[config.mk]
export PLATFORM = sky130hd
export DESIGN_NAME = pmr_regbank
export DESIGN_NICKNAME = d
export VERILOG_FILES = /design/src/rtl/pmr_pkg.sv /design/src/rtl/pmr_wrfilter.sv /design/src/rtl/pmr_rdmux.sv /design/src/rtl/pmr_regbank.sv
export SDC_FILE = /design/constraint.sdc
export NUM_CORES = 1
export LEC_CHECK = 0
export BUFFER_PORTS_ARGS = -buffer_cell sky130_fd_sc_hd__buf_2
export CORE_UTILIZATION = 30
export DETAILED_ROUTE_END_ITERATION = 8
export HOLD_SLACK_MARGIN = 0.1
export PLACE_DENSITY_LB_ADDON = 0.1
export SYNTH_ARGS = -nofsm -noshare
export SYNTH_HDL_FRONTEND = slang
export SYNTH_SLANG_ARGS = --single-unit
[constraint.sdc]
create_clock -name clk -period 9.05 [get_ports clk]
set_input_delay 0.4525 -clock clk [delete_from_list [all_inputs] [get_ports clk]]
set_output_delay 0.4525 -clock clk [all_outputs]
set_load 0.01 [all_outputs]
[src/rtl/pmr_pkg.sv]
package pmr_pkg;

    localparam logic [7:0] A_REV    = 8'h01;
    localparam logic [7:0] A_CORE3  = 8'h04;
    localparam logic [7:0] A_CORE4  = 8'h05;
    localparam logic [7:0] A_OFF    = 8'h14;
    localparam logic [7:0] A_OSC    = 8'h15;
    localparam logic [7:0] A_DETECT = 8'h16;
    localparam logic [7:0] A_DIR    = 8'h1D;
    localparam logic [7:0] A_LINEIN = 8'h1E;
    localparam logic [7:0] A_LINEOUT= 8'h1F;
    localparam logic [7:0] A_BACKUP = 8'h20;
    localparam logic [7:0] A_DEBNC  = 8'h3A;

    localparam logic [7:0] REV_VALUE    = 8'h22;
    localparam logic [7:0] BACKUP_VALUE = 8'h0D;
    localparam logic [7:0] CORE_MAX     = 8'h12;

    // Default contents of each storage location.
    function automatic logic [7:0] reg_reset(input logic [7:0] a);
        case (a)
            8'h02: return 8'h0C;
            8'h03: return 8'h05;
            8'h04: return 8'h02;
            8'h05: return 8'h0C;
            8'h06: return 8'h03;
            8'h07: return 8'h33;
            8'h08: return 8'h03;
            8'h0A: return 8'h95;
            8'h0B: return 8'h7E;
            8'h0E: return 8'h03;
            8'h15: return 8'h01;
            8'h16: return 8'h09;
            8'h1D: return 8'h07;
            8'h36: return 8'h03;
            8'h37: return 8'hC0;
            8'h3A: return 8'h05;
            default: return 8'h00;
        endcase
    endfunction

    // Writable bits per location; zero means no storage there.
    function automatic logic [7:0] reg_mask(input logic [7:0] a);
        case (a)
            8'h02, 8'h03, 8'h0A, 8'h12, 8'h13,
            8'h32, 8'h34, 8'h37:               return 8'hFF;
            8'h04, 8'h05, 8'h33, 8'h35:        return 8'h1F;
            8'h06, 8'h0C, 8'h0D, 8'h0E,
            8'h0F, 8'h10, 8'h11:               return 8'h03;
            8'h07, 8'h3A:                      return 8'h3F;
            8'h08, 8'h09, 8'h15, 8'h1F:        return 8'h07;
            8'h0B, 8'h16, 8'h36:               return 8'h7F;
            8'h1D:                             return 8'h67;
            8'h20:                             return 8'h0F;
            8'h38:                             return 8'h0F;
            default:                           return 8'h00;
        endcase
    endfunction

endpackage

[src/rtl/pmr_wrfilter.sv]
module pmr_wrfilter
    import pmr_pkg::*;
(
    input  logic [7:0] addr,
    input  logic [7:0] data,
    output logic       we,
    output logic [7:0] wval,
    output logic       soft_rst
);
    logic [7:0] low5;
    logic [7:0] msk;

    always_comb begin
        low5     = data & 8'h1F;
        msk      = reg_mask(addr);
        we       = (msk != 8'h00);
        soft_rst = (addr == A_OFF) && data[0];
        case (addr)
            A_CORE3, A_CORE4: wval = (low5 > CORE_MAX) ? CORE_MAX : low5;
            A_BACKUP:         wval = BACKUP_VALUE;
            default:          wval = data & msk;
        endcase
    end
endmodule

[src/rtl/pmr_rdmux.sv]
module pmr_rdmux
    import pmr_pkg::*;
#(
    parameter int NREG = 64,
    parameter int NLINE = 3
) (
    input  logic [7:0]            addr,
    input  logic [NREG-1:0][7:0]  bank,
    input  logic [NLINE-1:0]      line_in,
    output logic [7:0]            value
);
    localparam int AW = $clog2(NREG);
    localparam logic [8:0] NREG_W = 9'(NREG);

    logic [NLINE-1:0] drv_bits;
    logic [7:0]       stored;
    logic             in_range;

    assign in_range = ({1'b0, addr} < NREG_W);
    assign stored   = in_range ? bank[addr[AW-1:0]] : 8'h00;
    assign drv_bits = bank[A_LINEOUT[AW-1:0]][NLINE-1:0] & ~bank[A_DIR[AW-1:0]][NLINE-1:0];

    always_comb begin
        case (addr)
            A_REV:    value = REV_VALUE;
            A_OSC:    value = stored | 8'h80;
            A_LINEIN: value = 8'((line_in | drv_bits));
            default:  value = stored;
        endcase
    end
endmodule

[src/rtl/pmr_regbank.sv]
module pmr_regbank
    import pmr_pkg::*;
#(
    parameter int NREG  = 64,
    parameter int NLINE = 3
) (
    input  logic             clk,
    input  logic             rst_n,
    input  logic             start_wr,
    input  logic             wr_valid,
    input  logic [7:0]       wr_data,
    input  logic             rd_req,
    output logic [7:0]       rd_data,
    input  logic [NLINE-1:0] gpio_in,
    output logic [NLINE-1:0] gpo
);
    localparam int AW = $clog2(NREG);
    localparam logic [8:0] NREG_W = 9'(NREG);

    typedef struct packed {
        logic [7:0]           ptr;
        logic                 first;
        logic [7:0]           rdata;
        logic [NREG-1:0][7:0] bank;
    } state_t;

    state_t st_d, st_q;

    logic       f_we, f_soft;
    logic [7:0] f_val, rd_val;
    logic       ptr_ok;

    assign ptr_ok = ({1'b0, st_q.ptr} < NREG_W);

    pmr_wrfilter u_wf (
        .addr     (st_q.ptr),
        .data     (wr_data),
        .we       (f_we),
        .wval     (f_val),
        .soft_rst (f_soft)
    );

    pmr_rdmux #(.NREG(NREG), .NLINE(NLINE)) u_rm (
        .addr    (st_q.ptr),
        .bank    (st_q.bank),
        .line_in (gpio_in),
        .value   (rd_val)
    );

    always_comb begin
        st_d = st_q;
        if (start_wr) begin
            st_d.first = 1'b1;
        end else if (wr_valid) begin
            if (st_q.first) begin
                st_d.ptr   = wr_data;
                st_d.first = 1'b0;
            end else begin
                if (f_soft) begin
                    for (int i = 0; i < NREG; i++) st_d.bank[i] = reg_reset(8'(i));
                end else if (f_we && ptr_ok) begin
                    st_d.bank[st_q.ptr[AW-1:0]] = f_val;
                end
                st_d.ptr = st_q.ptr + 8'd1;
            end
        end else if (rd_req) begin
            st_d.rdata = rd_val;
            st_d.ptr   = st_q.ptr + 8'd1;
        end
    end

    always_ff @(posedge clk or negedge rst_n) begin
        if (!rst_n) begin
            st_q.ptr   <= 8'h00;
            st_q.first <= 1'b0;
            st_q.rdata <= 8'h00;
            for (int i = 0; i < NREG; i++) st_q.bank[i] <= reg_reset(8'(i));
        end else begin
            st_q <= st_d;
        end
    end

    assign rd_data = st_q.rdata;
    assign gpo     = st_q.bank[A_LINEOUT[AW-1:0]][NLINE-1:0] & ~st_q.bank[A_DIR[AW-1:0]][NLINE-1:0];

    logic rd_only, wr_data_ev;
    assign rd_only    = rd_req && !start_wr && !wr_valid;
    assign wr_data_ev = wr_valid && !start_wr && !st_q.first;


    rev_const_chk: assert property (@(posedge clk) disable iff (!rst_n)
        rd_only && st_q.ptr == A_REV |=> rd_data == REV_VALUE);


    rd_step_chk: assert property (@(posedge clk) disable iff (!rst_n)
        rd_only |=> st_q.ptr == $past(st_q.ptr) + 8'd1);


    wr_step_chk: assert property (@(posedge clk) disable iff (!rst_n)
        wr_data_ev |=> st_q.ptr == $past(st_q.ptr) + 8'd1);


    osc_good_chk: assert property (@(posedge clk) disable iff (!rst_n)
        rd_only && st_q.ptr == A_OSC |=> rd_data[7]);


    unmapped_rd_chk: assert property (@(posedge clk) disable iff (!rst_n)
        rd_only && !ptr_ok |=> rd_data == 8'h00);


    core_sat_chk: assert property (@(posedge clk) disable iff (!rst_n)
        st_q.bank[A_CORE3[AW-1:0]] <= CORE_MAX && st_q.bank[A_CORE4[AW-1:0]] <= CORE_MAX);


    backup_chk: assert property (@(posedge clk) disable iff (!rst_n)
        st_q.bank[A_BACKUP[AW-1:0]] == 8'h00 || st_q.bank[A_BACKUP[AW-1:0]] == BACKUP_VALUE);


    soft_rst_chk: assert property (@(posedge clk) disable iff (!rst_n)
        wr_data_ev && st_q.ptr == A_OFF && wr_data[0]
        |=> st_q.bank[A_DETECT[AW-1:0]] == 8'h09 && st_q.bank[A_DIR[AW-1:0]] == 8'h07
            && st_q.bank[A_DEBNC[AW-1:0]] == 8'h05);
endmodule

After elaboration in Yosys (flattened, before gate mapping)

Memory sizes are Yosys's and may differ from the RTL's.
Index checks and enable logic that the tools add are counted.

Register bits after elaboration: 529
ROM bits: 512
Input port bits: 16
Output and inout bits: 11
Logic and storage cells: 116
Memories: 1

Memories:

| memory          | depth | width | rd ports | clocked after memory_dff | wr ports | RTL line      | text |
|---|---|---|---|---|---|---|---|
| (no name shown) | 64    | 8     | 1        | 0                        | 0        | pmr_pkg.sv:44 | `case (a)` |

Add/sub/neg operators: 1
Magnitude comparators: 4
Eq/ne operators: 7
Muxes and demuxes: 17
Bitwise gates (word level): 7
Reductions and logical operators: 12

Operators with widths:

| kind                                                 | number |
|---|---|
| 2-to-1 mux 512 bit                                   | 2 |
| bitwise mux 512 bit                                  | 1 |
| 2-to-1 mux 8 bit                                     | 7 |
| binary-select mux 8 bit (select 6 bit)               | 1 |
| demux 8 bit (select 6 bit)                           | 1 |
| equality test 8 x 5 -> 1 bit (second input constant) | 3 |
| case mux 8 bit (3 select lines)                      | 1 |
| equality test 8 x 3 -> 1 bit (second input constant) | 2 |
| case mux 8 bit (2 select lines)                      | 1 |
| adder 8 x 1 -> 8 bit (second input constant)         | 1 |
| AND 8 bit                                            | 1 |
| equality test 8 x 1 -> 1 bit (second input constant) | 1 |
| equality test 8 x 6 -> 1 bit (second input constant) | 1 |
| < comparator 8 x 7 -> 1 bit (second input constant)  | 1 |
| nonzero test 8 bit                                   | 1 |
| < comparator 6 x 7 -> 1 bit (second input constant)  | 1 |
| >= comparator 6 x 1 -> 1 bit (second input constant) | 1 |
| nonzero test 2 bit                                   | 3 |
| > comparator 5 bit (second input constant)           | 1 |
| 2-to-1 mux 5 bit                                     | 1 |
| AND reduction 4 bit                                  | 1 |
| AND 3 bit                                            | 1 |
| logical AND 1 bit                                    | 3 |
| inverter 1 bit                                       | 3 |
| 7 further kinds                                      | 8 |

Logic depth before layout (Yosys ltp)

Gate-level depths: netlist of the first run.

Depth in word-level cells: 7
Mapped depth: 14
Mapped depth without buffers: 8

Hierarchy

Synthesis of the first run repeated with hierarchy kept, for this count alone.

Cells, all modules: 2,443
Area total of the unflattened synthesis: 26,140.1 µm²

Modules (own cells, without submodules):

| module       | times used | cells each | area an instance (µm²) | seq. area each (µm²) |
|---|---|---|---|---|
| pmr_regbank  | 1          | 2,019      | 21,084.0               | 13,286.5 |
| pmr_rdmux    | 1          | 331        | 4,443.0                | 0.0 |
| pmr_wrfilter | 1          | 93         | 613.1                  | 0.0 |

Worst setup path before layout of the first run

OpenSTA, ideal clock, no wires.

Kind: register to register
Start: register st_q[522] (netlist name)
End: register st_q[296] (netlist name)
Library setup time: 66 ps
Data arrival time: 3,333 ps
Data required time: 8,984 ps
Path slack: 5,652 ps
Cell stages (with the launch flop): 15
Buffers on the path: 6
Period minus slack after synthesis: 3,398 ps
Cells stage by stage: dfrtp_1 -> buf_6 -> clkbuf_1 -> inv_1 -> clkbuf_1 -> buf_1 -> ha_1 -> nor3b_1 -> o21ai_0 -> and4_4 -> or3_4 -> o211ai_4 -> buf_6 -> buf_6 -> and2_1

Longest elaborated chain between the ends: 7
Elaborated cells between the ends (all ways): 23
Classes of those cells: 3 x order compare; 4 x eq/ne; 7 x mux; 1 x bitwise; 7 x reduce/logical; 1 x memory

Ends and longest elaborated chain:

| what                                                                          | RTL line                              | text |
|---|---|---|
| start: declaration                                                            | pmr_regbank.sv:27                     | `state_t st_d, st_q;` |
| start signal: assignment                                                      | pmr_regbank.sv:79                     | `st_q <= st_d;` |
| memory (64 x 8 bit) (tied with other cells)                                   | -                                     |  |
| 2-to-1 mux 8 bit or logical AND 1 bit (tied branches)                         | pmr_pkg.sv:44, pmr_regbank.sv:62      |  |
| AND 8 bit or 2-to-1 mux 8 bit (tied branches)                                 | pmr_wrfilter.sv:21, pmr_regbank.sv:62 |  |
| case mux 8 bit (2 select lines) or demux 8 bit (select 6 bit) (tied branches) | pmr_wrfilter.sv:18, pmr_regbank.sv:62 |  |
| bitwise mux 512 bit                                                           | pmr_regbank.sv:62                     | `st_d.bank[st_q.ptr[AW-1:0]] = f_val;` |
| 2-to-1 mux 512 bit                                                            | pmr_regbank.sv:61                     | `end else if (f_we && ptr_ok) begin` |
| 2-to-1 mux 512 bit                                                            | pmr_regbank.sv:59                     | `if (f_soft) begin` |

Several ways; a longest one is shown, not always the timed one. The select of a mux whose other input is x is not followed.
A chain may end at the register's enable or synchronous reset.

Final worst setup path of the first run

Start: register st_q[523] (netlist name)
End: register st_q[190] (netlist name)

Same word-level chain as after synthesis.

==> results of run 1 <==
## synthesized netlist by cell type (9+ instances only)
master,count
sky130_fd_sc_hd__and2_1,290
sky130_fd_sc_hd__a22o_1,31
sky130_fd_sc_hd__a211oi_1,10
sky130_fd_sc_hd__a32oi_1,9
sky130_fd_sc_hd__buf_6,13
sky130_fd_sc_hd__nand2_1,194
sky130_fd_sc_hd__a32o_1,24
sky130_fd_sc_hd__buf_1,9
sky130_fd_sc_hd__o221ai_1,11
sky130_fd_sc_hd__nor3_1,22
sky130_fd_sc_hd__nor2b_1,12
sky130_fd_sc_hd__a221oi_1,48
sky130_fd_sc_hd__nor2_1,77
sky130_fd_sc_hd__o21ai_0,156
sky130_fd_sc_hd__a21oi_1,84
sky130_fd_sc_hd__mux2i_1,76
sky130_fd_sc_hd__inv_1,12
sky130_fd_sc_hd__a22oi_1,37
sky130_fd_sc_hd__o22ai_1,31
sky130_fd_sc_hd__a221o_1,16
sky130_fd_sc_hd__dfrtp_1,490
sky130_fd_sc_hd__buf_2,54
sky130_fd_sc_hd__and3_1,10
sky130_fd_sc_hd__a31oi_1,19
sky130_fd_sc_hd__mux2_2,60
sky130_fd_sc_hd__dfstp_2,39
sky130_fd_sc_hd__clkbuf_1,80
sky130_fd_sc_hd__o2bb2ai_1,12
sky130_fd_sc_hd__mux4_2,20
sky130_fd_sc_hd__nand2b_1,12
sky130_fd_sc_hd__buf_4,13
sky130_fd_sc_hd__o211ai_1,12
sky130_fd_sc_hd__nand3_1,67
## per-stage QoR
step | util, % | setup slack (ns) | total power (W)
finish | 34.7 | 4.73 | 0.00682
global route | 34.7 | 4.52 | 0.00703
CTS | 34.7 | 4.76 | 0.00686
detailed placement | 31.7 | 4.80 | 0.00404
global placement | 31.7 | 4.81 | 0.00405
floorplan | - | 5.65 | 0.00327
## kinds of logic (layout without fill, tap and decap cells)
logic type	Yosys count	count (layout)	synth area share, %
AND/OR/NAND/NOR	725	725	16.0
flip-flops	529	529	55.6
buffers and inverters	184	219	3.79
AO/OA/AOI/OAI	568	568	16.4
multiplexers	156	156	7.90
adder cells (fa/ha/maj)	6	6	0.314
## power by group through the flow
stage                     sequential (W)  combinational, W  clock, W
after CTS                        0.00249           0.00151   0.00286
final                            0.00249           0.00153   0.00280
after global routing             0.00250           0.00157   0.00296
after detailed placement         0.00253           0.00151         0
after global placement           0.00253           0.00151         0
after floorplan                  0.00246          0.000809         0
## how the worst min path moves through the flow
stage | end | from | cells after the start
final | st_q[520]$_DFFE_PN0P_ | start_wr | 2
after global routing | st_q[520]$_DFFE_PN0P_ | start_wr | 2
after CTS | st_q[520]$_DFFE_PN0P_ | start_wr | 2
after detailed placement | st_q[272]$_DFFE_PN0P_ | st_q[272]$_DFFE_PN0P_ | 2
after global placement | st_q[264]$_DFFE_PN0P_ | st_q[264]$_DFFE_PN0P_ | 2
after floorplan | rd_data[0]$_DFFE_PN0P_ | rst_n | 0
## final cells by class
cell class	instances	area [µm²]	area share, %
clock inverters	24	333	1.22
well taps	1050	1310	4.80
clock buffers	98	1980	7.25
flip-flops and latches	529	13300	48.6
repair buffers	83	583	2.13
inverters	14	52.6	0.192
multi-input cells	1455	9790	35.8
## routing by layer
| metal | up-vias | global-route usage (%) |
|---|---|---|
| met5 | - | 0 |
| li1 | 7798 | - |
| met2 | 678 | 34.5 |
| met3 | 137 | 4.64 |
| met1 | 9355 | 34.7 |
| met4 | 2 | 6.99 |
## sequential cells by signal (all words and copies together), names as in the netlist
| signal | cells |
|---|---|
| st_q | 521 |
| rd_data | 8 |
## layout by cell type, fill, tap and decap left out, drive strengths merged, types with 9 or more instances in the layout
master | netlist | layout
o22ai | 31 | 31
a32oi | 9 | 9
a211oi | 10 | 10
o211ai | 13 | 13
o221ai | 11 | 11
o21ai | 165 | 165
inv | 12 | 15
nand2 | 194 | 194
and2 | 290 | 290
a32o | 24 | 24
mux2 | 60 | 60
mux4 | 20 | 20
a31oi | 22 | 22
a221o | 16 | 16
o2bb2ai | 12 | 12
a21oi | 85 | 85
nand3 | 67 | 67
nor2b | 12 | 12
nand2b | 12 | 12
a22o | 31 | 31
clkinv | 2 | 16
mux2i | 76 | 76
dfrtp | 490 | 490
dfstp | 39 | 39
clkbuf | 81 | 98
nor3 | 23 | 23
and3 | 10 | 10
nor2 | 79 | 79
buf | 89 | 82
a221oi | 49 | 49
a22oi | 37 | 37
==> flow_metrics.tcl, run 1 <==
set metrics [dict create \
    run_status "complete, no violations" \
    timing.critical_path.cells "buf_4, buf_4, or3b_2, a31oi_1, o21a_1, nor3_2, nor3_1, o22ai_1" \
    timing.final.max_slew_violations 0 \
    numCtsBuffers 66 \
    grt_pass1_wl_um 138000 \
    ys_types 83 \
    netlist_instances 2168 \
    placed_area_um2 25000 \
    first_global_vias 18170 \
    finalCritPeriodShare_pct 47.7 \
    sequentialPowerShare_pct 36.5 \
    net-switching-power_w 0.00237 \
    effective_utilization_at_floorplan_pct 30.3 \
    drv_cap 0 \
    critPathCapture "st_q[190]$_DFFE_PN0P_" \
    ant_nets_after_route 0 \
    number_of_flip_flops_and_latches_in_the_synthesized_netlist 529 \
    grt_setup_unrepaired "no" \
    worst-path-max-fanout 47 \
    p_leak_nw 12.2 \
    timing_hold_violations_final 0 \
    setup_viol_count_final 0 \
    drtIter0Drc 2016 \
    clock_tree.root_cell "sky130_fd_sc_hd__clkbuf_16" \
    worst_ep_arrival_ns 4.77 \
    cp.depth 8 \
    post_synth_main_area_contributors "sky130_fd_sc_hd__dfrtp_1, sky130_fd_sc_hd__and2_1, sky130_fd_sc_hd__dfstp_2" \
    reg2reg_from "st_q[523]$_DFFE_PN0P_" \
    pin_count_of_the_biggest_net_entering_global_routing 125 \
    io_buffer_count 26 \
    cp.buffers_inverters 2 \
    cts_buffer_depth 3 \
    timing_worst_slew_pin_value_ns 1.23 \
    core_area_um2 78900 \
    clock-sinks 529 \
    worst_hold_path_type "input pin to flip-flop" \
    startpoint_types "flip-flop" \
    comb_power_share_pct 22.4 \
    synthesis_warnings 0 \
    area_delta_synth_final_pct 14.4 \
    critPathSlowestCell "sky130_fd_sc_hd__nor3_1" \
    power-per-cell-area_nw_per_um2 249 \
    reg2reg_depth 8 \
    detail_route.wl_per_cell_um 29.0 \
    ctsHoldBuffers 1 \
    final_wtd_congestion 0.890 \
    num_io_pins 27 \
    share_of_async_settable_or_async_resettable_flops_after_synthesis_pct 100 \
    placed_cells_incl_taps 3130 \
    vdd_drop_max_uv 133 \
    path_common_cell "sky130_fd_sc_hd__buf_4" \
    cts_repair_resize_count 0 \
    post_route_cells_drive_above_1_share_pct 16.1 \
    synthDominantAreaCellType "sky130_fd_sc_hd__dfrtp_1" \
    yosys_most_used_dff "sky130_fd_sc_hd__dfrtp_1" \
    post_synth_instance_area_um2 23900 \
    worst_path_top_cell_family_by_delay "simple AND/OR/NAND/NOR gates" \
    setup-tns-final_ns 0 \
    power_switching_share_pct 34.7 \
    total_length_of_routed_wires_um 94300 \
    highest_layer "met5" \
    drc 0 \
    detailedPlacementHpwl_um 61600 \
    fillers 7904 \
    routed_via_density 5.52 \
    timing.setup.critical_path_class "flip-flop to flip-flop" \
    route.met3.wl_um 6420 \
    timing.final.crit_period_ns 4.32 \
    vias 17970 \
    max-slew-margin-rel_pct 17.7 \
    tritoncts "built" \
    antenna_found_initial 7 \
    layout.nets 2171 \
    holdWs_ns 0.205 \
    critical_path_required_ns 9.50 \
    worst_skew_pair.late_latency_ns 0.63 \
    routed-wl-met2_um 40900 \
    r2r_setup_slack_ns 4.73 \
    worst_r2r_endpoint "st_q[190]$_DFFE_PN0P_" \
    wirelength_met1_um 44200 \
    pwr-share-clk_pct 41.1 \
    antenna-diode-count 0 \
    syn-num-nets 2190 \
    max_stage_delay_ns 0.92 \
    first_pass_iteration_count_of_the_detailed_router 5 \
    synth_enable_flop_cells 0 \
    synth.avg_cell_area_um2 11.0 \
    fin_worst_skew_ns 0.0201 \
    fmax_mhz 232 \
    die_h_um 284 \
    rows 103 \
    post-cts-setup-buffers 0 \
    cts_htree_levels 3 \
    gr-total-overflow 0 \
    dieArea_um2 80800 \
    synth_top_area_share_pct 51.3 \
    synth.yosys.seq_area_share_pct 55.6 \
    worst_setup_hold_path_clk_slew_ns 0.06 \
    final-instance-count-excl-fill 3253 \
    crit_path_capture_type "flip-flop" \
    stdcell_area_um2 27400 \
    grt_util_all_layers_pct 23.5 \
    fp.dieW_um 284 \
    p_int_w 0.00446 \
    worst_setup_path_startpoint "st_q[523]$_DFFE_PN0P_" \
]
Power figures use the tool's default switching activity.
==> run 2: changes to the inputs <==
--- a/config.mk
+++ b/config.mk
@@ -5,6 +5,7 @@
 export SDC_FILE = /design/constraint.sdc
 export NUM_CORES = 1
 export LEC_CHECK = 0
+export ABC_AREA = 1
 export BUFFER_PORTS_ARGS = -buffer_cell sky130_fd_sc_hd__buf_2
 export CORE_UTILIZATION = 30
 export DETAILED_ROUTE_END_ITERATION = 8
==> constraint.sdc (replaced) <==
create_clock -name clk -period 3.7 [get_ports clk]
set_input_delay 0.185 -clock clk [delete_from_list [all_inputs] [get_ports clk]]
set_output_delay 0.185 -clock clk [all_outputs]
set_load 0.01 [all_outputs]
==> run 2 against run 1 <==
Synthesized area grew 8.2%; highest routed layer is now met4; critical endpoint is now st_q[80]$_DFFE_PN1P_; die area rose by 8.1%; largest power group unchanged; count of clock-buffer cells in the layout rose by 1.
==> flow_metrics.tcl, run 2 <==
set metrics [dict create \
    synth_top_family_by_area "simple AND/OR/NAND/NOR gates" \
    ctsHoldBuffers 17 \
    ant_nets_after_route 0 \
    p_leak_nw 17.3 \
    crit_path_capture_type "flip-flop" \
    top_register "st_q" \
    worst_setup_hold_path_clk_slew_ns 0.06 \
    startpoint_types "flip-flop" \
    tritoncts "built" \
    synth.mux.area_fraction_pct 0 \
    core_area_um2 85300 \
    timing.final.max_slew_violations 0 \
    placed_cells_incl_taps 4623 \
    synthDominantAreaCellType "sky130_fd_sc_hd__dfrtp_1" \
    finalCritPeriodShare_pct 85.7 \
    critPathSlowestCell "sky130_fd_sc_hd__dfrtp_4" \
    max_stage_delay_ns 0.55 \
    first_pass_iteration_count_of_the_detailed_router 5 \
    post_route_cells_drive_above_1_share_pct 9.69 \
    max-slew-margin-rel_pct 34.1 \
    cts_repair_resize_count 0 \
    post_synth_instance_area_um2 25800 \
    detail_route.wl_per_cell_um 19.7 \
    worst_skew_pair.late_latency_ns 0.63 \
    fin_util_pct 35.2 \
    first_global_vias 21363 \
    cts_buffer_depth 3 \
    effective_utilization_at_floorplan_pct 30.3 \
    total_length_of_routed_wires_um 93700 \
    fmax_mhz 315 \
    vias 21916 \
    antenna-diode-count 0 \
    num_io_pins 27 \
    grt_setup_unrepaired "no" \
    cp.buffers_inverters 3 \
    rows 107 \
    post_synth_main_area_contributors "sky130_fd_sc_hd__dfrtp_1, sky130_fd_sc_hd__nand2_1, sky130_fd_sc_hd__inv_1" \
    timing_worst_slew_pin_value_ns 0.985 \
    detailedPlacementHpwl_um 61600 \
    timing.critical_path.cells "inv_6, buf_4, nand2_1, nor2_1, inv_1, nand2_1, nand3_1, nor2_1, nor2_1" \
    synth_enable_flop_cells 0 \
    synth_compound_area_share_pct 6.65 \
    grt_util_all_layers_pct 21.9 \
    yosysMostFrequentCell "sky130_fd_sc_hd__nand2_1" \
    post-cts-setup-buffers 0 \
    timing.final.crit_period_ns 3.17 \
    largest_register_ff_count 521 \
    fp.dieW_um 296 \
    layout.nets 3588 \
    path_common_cell "sky130_fd_sc_hd__nor2_1" \
    area_delta_synth_final_pct 16.2 \
    share_of_async_settable_or_async_resettable_flops_after_synthesis_pct 100 \
    timing.setup.critical_path_class "flip-flop to flip-flop" \
    synthAdderAreaFrac_pct 0.290 \
    syn-num-nets 3542 \
    grt_pass1_wl_um 142000 \
    post-place-ws_ns 0.513 \
    routed_via_density 4.60 \
    numCtsBuffers 68 \
    synth.top_cells.by_count "sky130_fd_sc_hd__nand2_1, sky130_fd_sc_hd__inv_1, sky130_fd_sc_hd__dfrtp_1" \
    number_of_flip_flops_and_latches_in_the_synthesized_netlist 529 \
    synthesis_warnings 0 \
    final-instance-count-excl-fill 4766 \
    power-per-cell-area_nw_per_um2 534 \
    die_h_um 296 \
    worst_path_top_cell_family_by_delay "simple AND/OR/NAND/NOR gates" \
    synth.avg_cell_area_um2 7.34 \
    io_buffer_count 26 \
    setup_viol_count_final 0 \
    mostFrequentLayoutCell "sky130_fd_sc_hd__nand2_1" \
    pin_count_of_the_biggest_net_entering_global_routing 121 \
    yosys_most_used_dff "sky130_fd_sc_hd__dfrtp_1" \
    clock-sinks 529 \
    cts_htree_levels 3 \
    timing_hold_violations_final 0 \
    synth_top_area_share_pct 47.4 \
    gr-total-overflow 0 \
    worst_hold_path_type "input pin to flip-flop" \
    drv_cap 0 \
    drc 0 \
    vdd_drop_max_uv 334 \
    clock_tree.root_cell "sky130_fd_sc_hd__clkbuf_16" \
    critical_path_required_ns 4.25 \
    setup-tns-final_ns 0 \
    ys_types 39 \
    run_status "complete, no violations" \
    synth.yosys.seq_area_share_pct 51.4 \
    drtIter0Drc 2031 \
    fraction_of_the_mapped_netlist_area_in_simple_logic_gates_pct 31.3 \
    worst-path-max-fanout 29 \
    worst_ep_arrival_ns 3.72 \
    netlist_instances 3520 \
    fin_worst_skew_ns 0.0274 \
    xor_xnor_portion_of_the_synthesized_cell_area_pct 0.102 \
    dieArea_um2 87300 \
    final_wtd_congestion 0.872 \
    antenna_found_initial 1 \
    most-common-layout-cells "sky130_fd_sc_hd__nand2_1, sky130_fd_sc_hd__inv_1, sky130_fd_sc_hd__dfrtp_1" \
    fin_ws_ns 0.529 \
]
[run 2: where the power goes]
part	total (W)	internal (W)	leakage, nW	switching (W)
clock	0.00681	0.00405	1.14	0.00276
combinational	0.00326	0.000792	8.90	0.00247
sequential	0.00598	0.00589	7.21	0.0000890
total	0.0160	0.0107	17.3	0.00532
[run 2: kinds of logic after synthesis]
group	Yosys count
AND/OR/NAND/NOR	1998
AO/OA/AOI/OAI	322
XOR/XNOR	3
buffers and inverters	662
adder cells (fa/ha/maj)	6
flip-flops	529
[run 2: worst min-delay path: stages]
cell and delay, ns:
sky130_fd_sc_hd__buf_2 0.09, sky130_fd_sc_hd__o21ai_1 0.21, sky130_fd_sc_hd__a21boi_0 0.24, sky130_fd_sc_hd__inv_1 0.05
[run 2: metal layers]
layer	part of all wire (%)	track usage, %	up-vias
met5	0	0	-
met4	2.5	5.93	0
met3	4.2	2.42	135
met2	44	33.7	469
met1	49	32.4	10584
li1	-	-	10728
[run 2: final cells by class]
class	instances	area (µm²)
clock buffers	99	1990
well taps	1144	1430
fillers	9263	55200
clock inverters	27	317
inverters	516	1940
multi-input cells	2329	9940
flip-flops and latches	529	13300
repair buffers	122	1130
[run 2: stage by stage]
stage / area (µm²) / total power, W / hold WS [ns]
2_1_floorplan: 25800 / 0.00775 / -0.111
5_1_grt: 30000 / 0.0167 / 0.238
3_5_place_dp: 27600 / 0.00932 / 0.156
3_3_place_gp: 27600 / 0.00934 / 0.158
6_report: 30000 / 0.0160 / 0.211
4_1_cts: 30000 / 0.0162 / 0.173
[run 2: final timing paths]
path	start	end	slack, ns	cells after the start
worst max-delay path	st_q[521]$_DFFE_PN0P_	st_q[80]$_DFFE_PN1P_	0.53	9
worst min-delay path	rd_req	st_q[527]$_DFFE_PN0P_	0.21	4
worst max register to register	st_q[521]$_DFFE_PN0P_	st_q[80]$_DFFE_PN1P_	0.53	9
worst min register to register	st_q[69]$_DFFE_PN0P_	st_q[69]$_DFFE_PN0P_	0.45	2
max in group asynchronous	rst_n	st_q[462]$_DFFE_PN0P_	1.75	4
min in group asynchronous	rst_n	st_q[475]$_DFFE_PN0P_	0.62	3
==> run 3: changes to the inputs <==
--- a/config.mk
+++ b/config.mk
@@ -5,7 +5,6 @@
 export SDC_FILE = /design/constraint.sdc
 export NUM_CORES = 1
 export LEC_CHECK = 0
-export ABC_AREA = 1
 export BUFFER_PORTS_ARGS = -buffer_cell sky130_fd_sc_hd__buf_2
 export CORE_UTILIZATION = 30
 export DETAILED_ROUTE_END_ITERATION = 8
==> run 3 against run 2 <==
Non-clock buffer count rose by 39; setup slack got worse by 0.38 ns; register-to-register slack got worse by 0.38 ns; die area decreased by 7.5%; critical path type unchanged; routed wire length increased by 0.84%; cell area is 7.0% lower.
==> flow_metrics.tcl, run 3 (synthesis gave the netlist of run 1 again) <==
set metrics [dict create \
    drv_cap 0 \
    clock-sinks 529 \
    setup-tns-final_ns 0 \
    core_area_um2 78900 \
    rows 103 \
    fillers 7913 \
    max_stage_delay_ns 0.79 \
    global_routing_met1_resource_utilization_pct 34.8 \
    drtIter0Drc 1672 \
    timing_worst_slew_pin_value_ns 1.23 \
    die_h_um 284 \
    antenna_found_initial 10 \
    run_status "complete, no violations" \
    vdd_drop_max_uv 310 \
    timing.critical_path.cells "buf_4, nor2b_1, buf_4, a22oi_1, a221oi_1, a211oi_1, a211oi_1, a32oi_1" \
    clock_tree.root_cell "sky130_fd_sc_hd__clkbuf_16" \
    post_route_cells_drive_above_1_share_pct 18.3 \
    gr-usage-met3_pct 3.58 \
    final-instance-count-excl-fill 3327 \
    max-slew-margin-rel_pct 17.7 \
    timing.final.max_slew_violations 0 \
    grt_util_all_layers_pct 23.4 \
    placed_cells_incl_taps 3197 \
    detail_route.wl_per_cell_um 28.4 \
    pin_count_of_the_biggest_net_entering_global_routing 100 \
    timing.final.crit_period_ns 3.55 \
    worst_skew_pair.late_latency_ns 0.62 \
    fp.dieW_um 284 \
    cts_htree_levels 3 \
    numCtsBuffers 66 \
    post-place-ws_ns 0.303 \
    first_global_vias 18517 \
    worst_path_top_cell_family_by_delay "compound AO/OA/AOI/OAI gates" \
    seqCellArea_um2 13300 \
    critPathSlowestCell "sky130_fd_sc_hd__a221oi_1" \
    p_leak_nw 12.6 \
    timing_hold_violations_final 0 \
    fin_ws_ns 0.147 \
    gr-total-overflow 0 \
    worst_setup_hold_path_clk_slew_ns 0.06 \
    total_length_of_routed_wires_um 94500 \
    fmax_mhz 281 \
    ant_nets_after_route 0 \
    effective_utilization_at_floorplan_pct 30.3 \
    area_delta_synth_final_pct 16.9 \
    startpoint_types "flip-flop" \
    crit_path_capture_type "flip-flop" \
    timing.setup.critical_path_class "flip-flop to flip-flop" \
    cts_buffer_depth 3 \
    worst-path-max-fanout 37 \
    largest_register_ff_count 521 \
    routed_via_density 5.52 \
    dieArea_um2 80800 \
    layout.nets 2249 \
    finalCritPeriodShare_pct 96.0 \
    worst_ep_arrival_ns 4.01 \
    grt_setup_unrepaired "no" \
    setup_viol_count_final 0 \
    top_register "st_q" \
    drc 0 \
    worst_hold_path_type "input pin to flip-flop" \
    post-cts-setup-buffers 0 \
    critical_path_required_ns 4.16 \
    top_usage_layer "met2" \
    met2_usage_pct 34.8 \
    io_buffer_count 26 \
    most-common-layout-cells "sky130_fd_sc_hd__dfrtp_1, sky130_fd_sc_hd__and2_1, sky130_fd_sc_hd__nand2_1" \
    grt_pass1_wl_um 139000 \
    final_wtd_congestion 0.909 \
    detailedPlacementHpwl_um 63300 \
    multiInputGateArea_um2 9750 \
    cp.buffers_inverters 2 \
    power-per-cell-area_nw_per_um2 594 \
    first_pass_iteration_count_of_the_detailed_router 6 \
    vias 18355 \
    num_io_pins 27 \
    mostFrequentLayoutCell "sky130_fd_sc_hd__dfrtp_1" \
    tritoncts "built" \
    fin_worst_skew_ns 0.0412 \
]
==> run 3: what timing repair did <==
item                                   in CTS  in global routing
endpoints found under the hold margin      94                  0
hold buffers                               12                  0
resized for setup                           0                  0
==> run 3: metal layers <==
layer	wire length, µm	vias to the layer above
met5	29	-
met4	2830	4
met3	5130	154
met2	41200	655
met1	45300	9604
li1	-	7938
==> run 3: final cells by class <==
type	count	share of cell area (%)
tap	1050	4.70
timing repair buffer	161	4.86
inverter	14	0.188
clock inverter	23	0.681
clock buffer	94	7.05
antenna	1	0.00896
multi-input combinational	1455	34.9
sequential	529	47.6
==> run 3: report_power, final <==
| part | internal, W | switching (W) |
|---|---|---|
| Combinational | 0.00113 | 0.00295 |
| Sequential | 0.00589 | 0.000184 |
| Clock | 0.00379 | 0.00264 |
==> run 3: stage by stage <==
stage               power, W  hold slack [ns]  util [%]  cell area (µm²)
global route          0.0171            0.183      35.4            27900
detailed placement    0.0102            0.298      32.5            25700
floorplan            0.00800           -0.111         -            23900
global placement      0.0102            0.299      32.5            25700
finish                0.0166            0.189      35.4            27900
CTS                   0.0167            0.143      35.4            27900
==> run 3: final timing paths <==
path	start	endpoint	slack, ns	cells past startpoint
max in group asynchronous	rst_n	st_q[300]$_DFFE_PN0P_	2.36	3
min in group asynchronous	rst_n	st_q[423]$_DFFE_PN0P_	0.23	2
hold reg to reg	st_q[151]$_DFFE_PN0P_	st_q[151]$_DFFE_PN0P_	0.47	2
hold / removal	gpio_in[1]	rd_data[1]$_DFFE_PN0P_	0.19	5
setup / recovery	st_q[523]$_DFFE_PN0P_	rd_data[3]$_DFFE_PN0P_	0.15	8
setup reg to reg	st_q[523]$_DFFE_PN0P_	rd_data[3]$_DFFE_PN0P_	0.15	8
==> run 3: tightest hold or removal path, stage by stage <==
cell	delay [ns]
sky130_fd_sc_hd__buf_2	0.16
sky130_fd_sc_hd__o21ai_0	0.12
sky130_fd_sc_hd__nand2b_1	0.12
sky130_fd_sc_hd__o22ai_1	0.07
sky130_fd_sc_hd__a21oi_1	0.10
